$ cat config.mk
export PLATFORM = sky130hd
export DESIGN_NAME = card_cmd_issuer
export DESIGN_NICKNAME = d
export VERILOG_FILES = /design/src/rtl/card_cmd_pkg.sv /design/src/rtl/card_cmd_ctrl.sv /design/src/rtl/card_cmd_dpath.sv /design/src/rtl/card_cmd_issuer.sv
export SDC_FILE = /design/constraint.sdc
export NUM_CORES = 1
export LEC_CHECK = 0
export BUFFER_PORTS_ARGS = -buffer_cell sky130_fd_sc_hd__buf_2
export CELL_PAD_IN_SITES_DETAIL_PLACEMENT = 0
export CELL_PAD_IN_SITES_GLOBAL_PLACEMENT = 1
export CORE_AREA = 2 2 163 165
export CTS_BUF_LIST = sky130_fd_sc_hd__clkbuf_2
export CTS_CLUSTER_SIZE = 16
export DETAILED_ROUTE_END_ITERATION = 16
export DIE_AREA = 0 0 165 167
export PLACE_DENSITY = 0.93
export REMOVE_ABC_BUFFERS = 1
export SYNTH_ARGS = -nofsm -noshare
export SYNTH_HDL_FRONTEND = slang
export SYNTH_SLANG_ARGS = --single-unit
$ cat constraint.sdc
create_clock -name clk -period 5.5 [get_ports clk]
set_input_delay 0.55 -clock clk [delete_from_list [all_inputs] [get_ports clk]]
set_output_delay 0.55 -clock clk [all_outputs]
set_load 0.03 [all_outputs]
$ cat src/rtl/card_cmd_pkg.sv
package card_cmd_pkg;
  localparam int CMD_W     = 11;
  localparam int B_RSP     = 6;
  localparam int B_LONG    = 7;
  localparam int B_IRQW    = 8;
  localparam int B_PEND    = 9;
  localparam int B_EN      = 10;
  localparam int STAT_W    = 12;
  localparam int S_TMO     = 2;
  localparam int S_RSP     = 6;
  localparam int S_SENT    = 7;
  localparam int S_ACT     = 11;

  typedef enum logic [1:0] {ST_IDLE, ST_REQ, ST_WAIT} issueState_t;

  typedef struct packed {
    logic issue;
    logic capShort;
    logic capLong;
  } dpStrobe_t;
endpackage

$ cat src/rtl/card_cmd_ctrl.sv
module card_cmd_ctrl
  import card_cmd_pkg::*;
#(
  parameter int LEN_W       = 5,
  parameter int SHORT_BYTES = 4,
  parameter int LONG_BYTES  = 16
) (
  input  logic              clk,
  input  logic              rstN,
  input  logic              cmdWrEn,
  input  logic [CMD_W-1:0]  cmdWrData,
  input  logic              statClrEn,
  input  logic [STAT_W-1:0] statClrMask,
  input  logic              reqReady,
  input  logic              rspValid,
  input  logic [LEN_W-1:0]  rspLen,
  input  logic              rspErr,
  output logic [CMD_W-1:0]  cmdReg,
  output logic [STAT_W-1:0] status,
  output logic              unsupFlag,
  output logic              reqValid,
  output dpStrobe_t         strobe
);
  localparam logic [STAT_W-1:0] STICKY =
    (STAT_W'(1) << S_TMO) | (STAT_W'(1) << S_RSP) | (STAT_W'(1) << S_SENT);
  localparam logic [LEN_W-1:0] LEN_SHORT = LEN_W'(SHORT_BYTES);
  localparam logic [LEN_W-1:0] LEN_LONG  = LEN_W'(LONG_BYTES);

  issueState_t state;
  logic        expectRsp, expectLong;
  logic [STAT_W-1:0] sticky;
  logic        idle, wrTaken, wrIssue, done, tmo, rspOk;
  logic [STAT_W-1:0] setBits;

  assign idle    = (state == ST_IDLE);
  assign wrTaken = cmdWrEn && idle;
  assign wrIssue = wrTaken && cmdWrData[B_EN] && !cmdWrData[B_PEND];
  assign done    = (state == ST_WAIT) && rspValid;

  always_comb begin
    tmo = rspErr;
    if (expectRsp) begin
      if (rspLen == '0) tmo = 1'b1;
      if (rspLen == LEN_SHORT && expectLong) tmo = 1'b1;
      if (rspLen != LEN_SHORT && rspLen != LEN_LONG) tmo = 1'b1;
    end
    rspOk = expectRsp && !tmo;
  end

  always_comb begin
    strobe.issue    = wrIssue;
    strobe.capShort = done && rspOk && (rspLen == LEN_SHORT);
    strobe.capLong  = done && rspOk && (rspLen == LEN_LONG);
  end

  always_comb begin
    setBits = '0;
    if (done) begin
      setBits[S_TMO]  = tmo;
      setBits[S_RSP]  = rspOk;
      setBits[S_SENT] = !expectRsp && !tmo;
    end
  end

  always_ff @(posedge clk) begin
    if (!rstN) begin
      state      <= ST_IDLE;
      cmdReg     <= '0;
      expectRsp  <= 1'b0;
      expectLong <= 1'b0;
      unsupFlag  <= 1'b0;
      sticky     <= '0;
    end else begin
      unsupFlag <= wrTaken && cmdWrData[B_EN] && (cmdWrData[B_IRQW] || cmdWrData[B_PEND]);
      if (wrTaken) begin
        cmdReg       <= cmdWrData;
        cmdReg[B_EN] <= 1'b0;
      end
      if (wrIssue) begin
        expectRsp  <= cmdWrData[B_RSP];
        expectLong <= cmdWrData[B_LONG];
      end
      sticky <= ((sticky & ~(statClrEn ? (statClrMask & STICKY) : '0)) | setBits) & STICKY;
      case (state)
        ST_IDLE: if (wrIssue)  state <= ST_REQ;
        ST_REQ:  if (reqReady) state <= ST_WAIT;
        ST_WAIT: if (rspValid) state <= ST_IDLE;
        default: state <= ST_IDLE;
      endcase
    end
  end

  always_comb begin
    status        = sticky;
    status[S_ACT] = !idle;
  end
  assign reqValid = (state == ST_REQ);
endmodule

$ cat src/rtl/card_cmd_dpath.sv
module card_cmd_dpath
  import card_cmd_pkg::*;
#(
  parameter int IDX_W  = 6,
  parameter int ARG_W  = 32,
  parameter int WORD_W = 32,
  parameter int NWORDS = 4
) (
  input  logic                     clk,
  input  logic                     rstN,
  input  logic                     argWrEn,
  input  logic [ARG_W-1:0]         argWrData,
  input  logic [IDX_W-1:0]         cmdIndex,
  input  dpStrobe_t                strobe,
  input  logic [NWORDS*WORD_W-1:0] rspData,
  output logic [ARG_W-1:0]         argReg,
  output logic [IDX_W-1:0]         reqIndex,
  output logic [ARG_W-1:0]         reqArg,
  output logic [NWORDS*WORD_W-1:0] respWords
);
  localparam int TOTAL_W = NWORDS * WORD_W;

  always_ff @(posedge clk) begin
    if (!rstN) begin
      argReg   <= '0;
      reqIndex <= '0;
      reqArg   <= '0;
    end else begin
      if (argWrEn) argReg <= argWrData;
      if (strobe.issue) begin
        reqIndex <= cmdIndex;
        reqArg   <= argReg;
      end
    end
  end

  for (genvar i = 0; i < NWORDS; i++) begin : g_word
    logic [WORD_W-1:0] beWord;
    always_comb begin
      beWord = rspData[TOTAL_W-1-WORD_W*i -: WORD_W];
      if (i == NWORDS-1) beWord[0] = 1'b0;
    end
    always_ff @(posedge clk) begin
      if (!rstN) begin
        respWords[WORD_W*i +: WORD_W] <= '0;
      end else if (strobe.capLong) begin
        respWords[WORD_W*i +: WORD_W] <= beWord;
      end else if (strobe.capShort) begin
        if (i == 0) respWords[WORD_W*i +: WORD_W] <= rspData[TOTAL_W-1 -: WORD_W];
        else        respWords[WORD_W*i +: WORD_W] <= '0;
      end
    end
  end
endmodule

$ cat src/rtl/card_cmd_issuer.sv
module card_cmd_issuer
  import card_cmd_pkg::*;
#(
  parameter int IDX_W  = 6,
  parameter int ARG_W  = 32,
  parameter int WORD_W = 32,
  parameter int NWORDS = 4,
  parameter int LEN_W  = 5
) (
  input  logic                     clk,
  input  logic                     rstN,
  input  logic                     argWrEn,
  input  logic [ARG_W-1:0]         argWrData,
  input  logic                     cmdWrEn,
  input  logic [CMD_W-1:0]         cmdWrData,
  input  logic                     statClrEn,
  input  logic [STAT_W-1:0]        statClrMask,
  output logic [ARG_W-1:0]         argReg,
  output logic [CMD_W-1:0]         cmdReg,
  output logic [STAT_W-1:0]        status,
  output logic                     unsupFlag,
  output logic                     reqValid,
  input  logic                     reqReady,
  output logic [IDX_W-1:0]         reqIndex,
  output logic [ARG_W-1:0]         reqArg,
  input  logic                     rspValid,
  input  logic [LEN_W-1:0]         rspLen,
  input  logic [NWORDS*WORD_W-1:0] rspData,
  input  logic                     rspErr,
  output logic [NWORDS*WORD_W-1:0] respWords
);
  localparam int SHORT_BYTES = WORD_W / 8;
  localparam int LONG_BYTES  = NWORDS * WORD_W / 8;

  dpStrobe_t strobe;

  card_cmd_ctrl #(
    .LEN_W(LEN_W), .SHORT_BYTES(SHORT_BYTES), .LONG_BYTES(LONG_BYTES)
  ) u_ctrl (
    .clk(clk), .rstN(rstN),
    .cmdWrEn(cmdWrEn), .cmdWrData(cmdWrData),
    .statClrEn(statClrEn), .statClrMask(statClrMask),
    .reqReady(reqReady), .rspValid(rspValid), .rspLen(rspLen), .rspErr(rspErr),
    .cmdReg(cmdReg), .status(status), .unsupFlag(unsupFlag),
    .reqValid(reqValid), .strobe(strobe)
  );

  card_cmd_dpath #(
    .IDX_W(IDX_W), .ARG_W(ARG_W), .WORD_W(WORD_W), .NWORDS(NWORDS)
  ) u_dpath (
    .clk(clk), .rstN(rstN),
    .argWrEn(argWrEn), .argWrData(argWrData),
    .cmdIndex(cmdWrData[IDX_W-1:0]), .strobe(strobe), .rspData(rspData),
    .argReg(argReg), .reqIndex(reqIndex), .reqArg(reqArg), .respWords(respWords)
  );
endmodule

* Word level (Yosys, flattened, before mapping)
Cells that the tools add are included.
Storage, ports and cells: flip-flop bits (word level) 215, input port bits 196, output and inout bits 223, word-level logic and storage cells 64
Cells by class: equality and inequality tests 9, muxes and demuxes 18, bitwise gates (word level) 3, reduce and logical (&&, ||, !) cells 21
Operator list (number):
- 32-bit two-way mux | 7
- 1-bit logical AND | 12
- 8-bit bitwise AND | 1
- 2-bit two-way mux | 4
- 8-bit two-way mux | 1
- 8-bit inverter | 1
- 8-bit bitwise OR | 1
- 2-bit one-hot mux with 3 select lines | 1
- 5-bit by 3-bit equality test with 1-bit output (second input constant) | 1
- 5-bit equality test (second input constant) | 1
- 5-bit logical NOT | 1
- 1-bit two-way mux | 5
- 5-bit by 3-bit != test with 1-bit output (second input constant) | 1
- 5-bit != test (second input constant) | 1
- 1-bit logical NOT | 4
- 2-bit != test (second input constant) | 2
- 3-bit AND reduction | 1
- 2-bit by 1-bit equality test with 1-bit output (second input constant) | 1
- 2-bit equality test (second input constant) | 1
- 2-bit logical NOT | 1
- 2-bit by 1-bit != test with 1-bit output (second input constant) | 1
- 2-bit nonzero test | 1
- 1-bit logical OR | 1

* Longest topological paths before layout
depth after elaboration 11, mapped depth 7, depth with buffers taken out 3

* Hierarchy
From an unflattened synthesis, not the netlist that was laid out.
Second synthesis, totals: cell total of the unflattened synthesis 899, area total of the unflattened synthesis 8480.6 um^2
By module, submodules not included:
- card_cmd_dpath | times used 1, cells an instance 796, area an instance 7634.8 um^2, sequential area each 3943.8 um^2
- card_cmd_ctrl | times used 1, cells an instance 103, area an instance 845.8 um^2, sequential area each 360.3 um^2

* Worst setup path after synthesis
OpenSTA, ideal clock, no wires.
kind input to register, start input port rspLen[4], end register u_dpath.respWords[100], library setup time 0.072 ns, data arrival time 2.009 ns, data required time 5.428 ns, slack 3.420 ns, cell stages on the path 5, path buffers 2, cells stage by stage or3b_2 a2111oi_4 buf_8 buf_12 mux2i_1
On the way: longest elaborated chain between the ends 10, elaborated cells between the ends (all ways) 18, classes of those cells eq/ne (4); mux (5); reduce/logical (9)
RTL lines:
- from (decl) | RTL line card_cmd_issuer.sv:27 | input logic [LEN_W-1:0] rspLen,
- 5-bit logical NOT / 5-bit by 3-bit equality test with 1-bit output (equally long branches) | RTL line card_cmd_ctrl.sv:43, card_cmd_ctrl.sv:44, card_cmd_ctrl.sv:52
- 1-bit two-way mux / 1-bit logical AND (equally long branches) | RTL line card_cmd_ctrl.sv:43, card_cmd_ctrl.sv:44
- 1-bit two-way mux | RTL line card_cmd_ctrl.sv:44 | if (rspLen == LEN_SHORT && expectLong) tmo = 1'b1;
- 1-bit two-way mux | RTL line card_cmd_ctrl.sv:45 | if (rspLen != LEN_SHORT && rspLen != LEN_LONG) tmo = 1'b1;
- 1-bit two-way mux | RTL line card_cmd_ctrl.sv:42 | if (expectRsp) begin
- 1-bit logical NOT | RTL line card_cmd_ctrl.sv:47 | rspOk = expectRsp && !tmo;
- 1-bit logical AND | RTL line card_cmd_ctrl.sv:47
- 1-bit logical AND | RTL line card_cmd_ctrl.sv:52, card_cmd_ctrl.sv:53
- 1-bit logical AND (on tied branches) | RTL line card_cmd_ctrl.sv:53, card_cmd_ctrl.sv:52
- 32-bit two-way mux / 2-bit nonzero test (equally long branches)
- to (signal, indexed assignment) | RTL line card_cmd_dpath.sv:47 | respWords[WORD_W*i +: WORD_W] <= beWord;
- to (signal, indexed assignment) | RTL line card_cmd_dpath.sv:49 | if (i == 0) respWords[WORD_W*i +: WORD_W] <= rspData[TOTAL_W-1 -: WORD_W];
- to (decl) | RTL line card_cmd_dpath.sv:19 | output logic [NWORDS*WORD_W-1:0] respWords
Several ways; a longest one is shown, not always the timed one. A chain may end at the register's enable or synchronous reset.

* Worst setup path after layout
start register u_ctrl.state[1], end register u_dpath.respWords[10]
On the way: longest elaborated chain between the ends 5, elaborated cells between the ends (all ways) 7, classes of those cells eq/ne (1); mux (1); reduce/logical (5)
RTL lines:
- from (decl) | RTL line card_cmd_ctrl.sv:29 | issueState_t state;
- from (signal assigned) | RTL line card_cmd_ctrl.sv:67 | state <= ST_IDLE;
- from (signal assigned) | RTL line card_cmd_ctrl.sv:85 | ST_IDLE: if (wrIssue) state <= ST_REQ;
- from (signal assigned) | RTL line card_cmd_ctrl.sv:86 | ST_REQ: if (reqReady) state <= ST_WAIT;
- 2-bit equality test * | RTL line card_cmd_ctrl.sv:38 | assign done = (state == ST_WAIT) && rspValid;
- 1-bit logical AND * | RTL line card_cmd_ctrl.sv:38
- 1-bit logical AND * | RTL line card_cmd_ctrl.sv:52, card_cmd_ctrl.sv:53
- 1-bit logical AND (on tied branches) | RTL line card_cmd_ctrl.sv:53, card_cmd_ctrl.sv:52
- 32-bit two-way mux / 2-bit nonzero test (equally long branches)
Mark *: on every way between the ends. The rest lies on a longest branch, timed or not.

==> impl_metrics.json <==
{
  "gp_congestion": 0.771,
  "ant_nets": 0,
  "holdPathEnd": "u_ctrl.sticky[2]$_SDFF_PN0_",
  "grt_max_degree": 128,
  "synth_enable_flop_cells": 0,
  "outcome": "completed",
  "worstMarginPinSlew_ns": 1.06,
  "min_period_ns": 2.73,
  "crit_path_start_kind": "flop",
  "cts_root_buffer": "clkbuf_2",
  "ys.flop_type": "dfxtp_1",
  "arrival_ns": 3.40,
  "start_util": 0.345,
  "cp.required_ns": 6.17,
  "clockBufferDepth": 3,
  "drv_cap": 0,
  "synth_warnings": 0,
  "reg2reg_from": "u_ctrl.state[1]$_SDFFE_PN0P_",
  "drive_above_1_share": 0.325,
  "nFillCells": 2315,
  "ys_seq_area_frac": 0.485,
  "worst_clock_skew_ns": 0.0427,
  "drc_errors": 0,
  "hold_violations": 0,
  "met1_usage": 0.222,
  "dpl.hpwl_um": 17300,
  "p_leak_nw": 5.69,
  "use_met3": 0.0650,
  "core.rowCount": 59,
  "nets": 1688,
  "cp_max_fo": 127,
  "design_area_um2": 13000,
  "area.growth.synth_to_final_pct": 46.3,
  "hold_class": "primary input to flop",
  "wire_per_inst_um": 15.7,
  "fmaxAchievable_mhz": 366,
  "multi_input_area_um2": 4020,
  "numCtsBuffers": 56,
  "numPortBuffers": 398,
  "syn_inst": 943,
  "die_height_um": 167,
  "slew_headroom": 0.295,
  "maxSlewViolCount": 0,
  "drt_iter0_drc": 521,
  "r2r_setup_slack_ns": 2.77,
  "vias": 8897,
  "synth-async-reset-ratio": 0,
  "gr-usage-all-layers": 0.198,
  "r2r-end": "u_dpath.respWords[10]$_SDFFE_PN0P_",
  "ys_types": 32,
  "rsz0062_at_grt": "no",
  "placed_area_um2": 10800,
  "overflow": 0,
  "seq_area_um2": 4300,
  "setup_tns_ns": 0,
  "die-area_um2": 27600,
  "met2_usage": 0.353,
  "post_cts_buffers": 0,
  "crit_type": "flop to flop",
  "clk_pin_slew_ns": 0.11,
  "cts.sinks": 215,
  "ios": 419,
  "whs_ns": 0.148,
  "die_x_um": 165,
  "totalPowerFinal_mw": 2.99,
  "wirelength_um": 29200,
  "htree_levels": 2,
  "antenna_found_initial": 1,
  "setup_viol": 0,
  "avgSynthCellArea_um2": 9.42,
  "grt_pass1_vias": 8968,
  "top_usage_layer": "met2",
  "core_um2": 25800,
  "grt_pass1_wl_um": 44500,
  "insertion_delay_ns": 0.77,
  "ys_seq_elements": 215,
  "synth_area_um2": 8880,
  "powerDensity_nw_per_um2": 230,
  "vias_per_cell": 4.78,
  "ir_drop_v": 0.000152,
  "min_delay_path_depth": 4,
  "finalCritPeriodShare": 0.496,
  "cts_tree": "done",
  "min_from": "statClrEn",
  "first_pass_iters": 4,
  "end_kind": "flop",
  "reg2reg_depth": 4
}
==> critical path, cell delays in order (launching register included) <==
cell       delay [ns]
dfxtp_1          0.46
or4b_4           0.51
a2111oi_4        0.46
buf_12           0.56
mux2i_1          0.33
==> metal layers <==
metal,share of wire,wire length [um]
met4,0.019,561
met2,0.49,14300
met3,0.092,2690
met1,0.40,11700
met5,0,0
==> Yosys cell counts (2+ instances only) <==
| cell type | instances | area, um2 |
|---|---|---|
| nand2_1 | 181 | 679 |
| clkbuf_1 | 69 | 259 |
| dfxtp_1 | 215 | 4300 |
| a21boi_1 | 2 | 15.0 |
| nand2b_1 | 4 | 25.0 |
| and3b_1 | 2 | 17.5 |
| buf_4 | 10 | 75.1 |
| mux2i_1 | 159 | 1590 |
| nor2b_1 | 37 | 231 |
| o21ai_0 | 41 | 205 |
| buf_8 | 3 | 45.0 |
| a21boi_0 | 49 | 368 |
| buf_12 | 10 | 200 |
| nor2_1 | 3 | 11.3 |
| buf_1 | 4 | 15.0 |
| a22oi_1 | 3 | 22.5 |
| nand3_1 | 136 | 681 |
==> cell usage in the layout, fill, tap and decap left out, drive strengths merged, types with 2 or more instances in the layout <==
master and n:
nand3 136, nand2 181, diode 5, a21boi 51, nor2b 37, dfxtp 215
a22oi 3, and3b 2, dlygate4sd3 172, o21ai 41, buf 407, clkinv 9
nand2b 4, clkbuf 78, nor2 3, or3b 2, mux2i 159, conb 10
==> cell type report <==
type / count / share of cell area
antenna: 5 / 0.000964
clock buffer: 78 / 0.0301
clock inverter: 9 / 0.00270
inverter: 1 / 0.000289
multi-input combinational: 639 / 0.310
sequential: 215 / 0.331
tap: 335 / 0.0323
timing repair buffer: 579 / 0.293
==> stage by stage <==
stage	worst slack, ns	std cells	utilization
2_1_floorplan	-2.15	855	-
3_3_place_gp	2.65	1597	0.420
3_5_place_dp	2.63	1597	0.420
4_1_cts	2.83	1856	0.504
5_1_grt	2.67	1861	0.504
6_report	2.77	1861	0.504
==> registers in the layout, indices dropped and copies added (netlist names) <==
name,count
u_ctrl.cmdReg,10
u_ctrl.expectLong,1
u_ctrl.expectRsp,1
u_ctrl.state,2
u_ctrl.sticky,3
u_ctrl.unsupFlag,1
u_dpath.argReg,32
u_dpath.reqArg,32
u_dpath.reqIndex,6
u_dpath.respWords,127
==> how the worst max path moves through the flow <==
stage / endpoint / from / slack (ns)
floorplan: u_dpath.respWords[0]$_SDFFE_PN0P_ / rspLen[4] / -2.15
global placement: u_dpath.respWords[54]$_SDFFE_PN0P_ / rspLen[4] / 2.65
global route: u_dpath.respWords[10]$_SDFFE_PN0P_ / u_ctrl.state[1]$_SDFFE_PN0P_ / 2.67
CTS: u_dpath.respWords[34]$_SDFFE_PN0P_ / u_ctrl.state[1]$_SDFFE_PN0P_ / 2.83
detailed placement: u_dpath.respWords[125]$_SDFFE_PN0P_ / rspLen[4] / 2.63
finish: u_dpath.respWords[10]$_SDFFE_PN0P_ / u_ctrl.state[1]$_SDFFE_PN0P_ / 2.77
==> kinds of logic (layout without fill, tap and decap cells) <==
family,Yosys count,count (layout),synth area share
AO/OA/AOI/OAI,99,99,0.0744
buffers and inverters,98,667,0.0686
flip-flops,215,215,0.485
multiplexers,159,159,0.179
other,1,15,0.000422
AND/OR/NAND/NOR,371,371,0.193
==> what timing repair did <==
action	CTS	global route
endpoints found under the setup margin	0	0
endpoints found under the hold margin	180	0
hold buffers	172	0
gates resized for setup	0	0
==> where the power goes <==
part | internal, mW | switching [mW] | total, mW
clock | 0.371 | 0.626 | 0.997
combinational | 0.185 | 0.211 | 0.396
sequential | 1.58 | 0.0162 | 1.60
total | 2.14 | 0.853 | 2.99
Note: power is estimated with default switching activity, not from simulation.
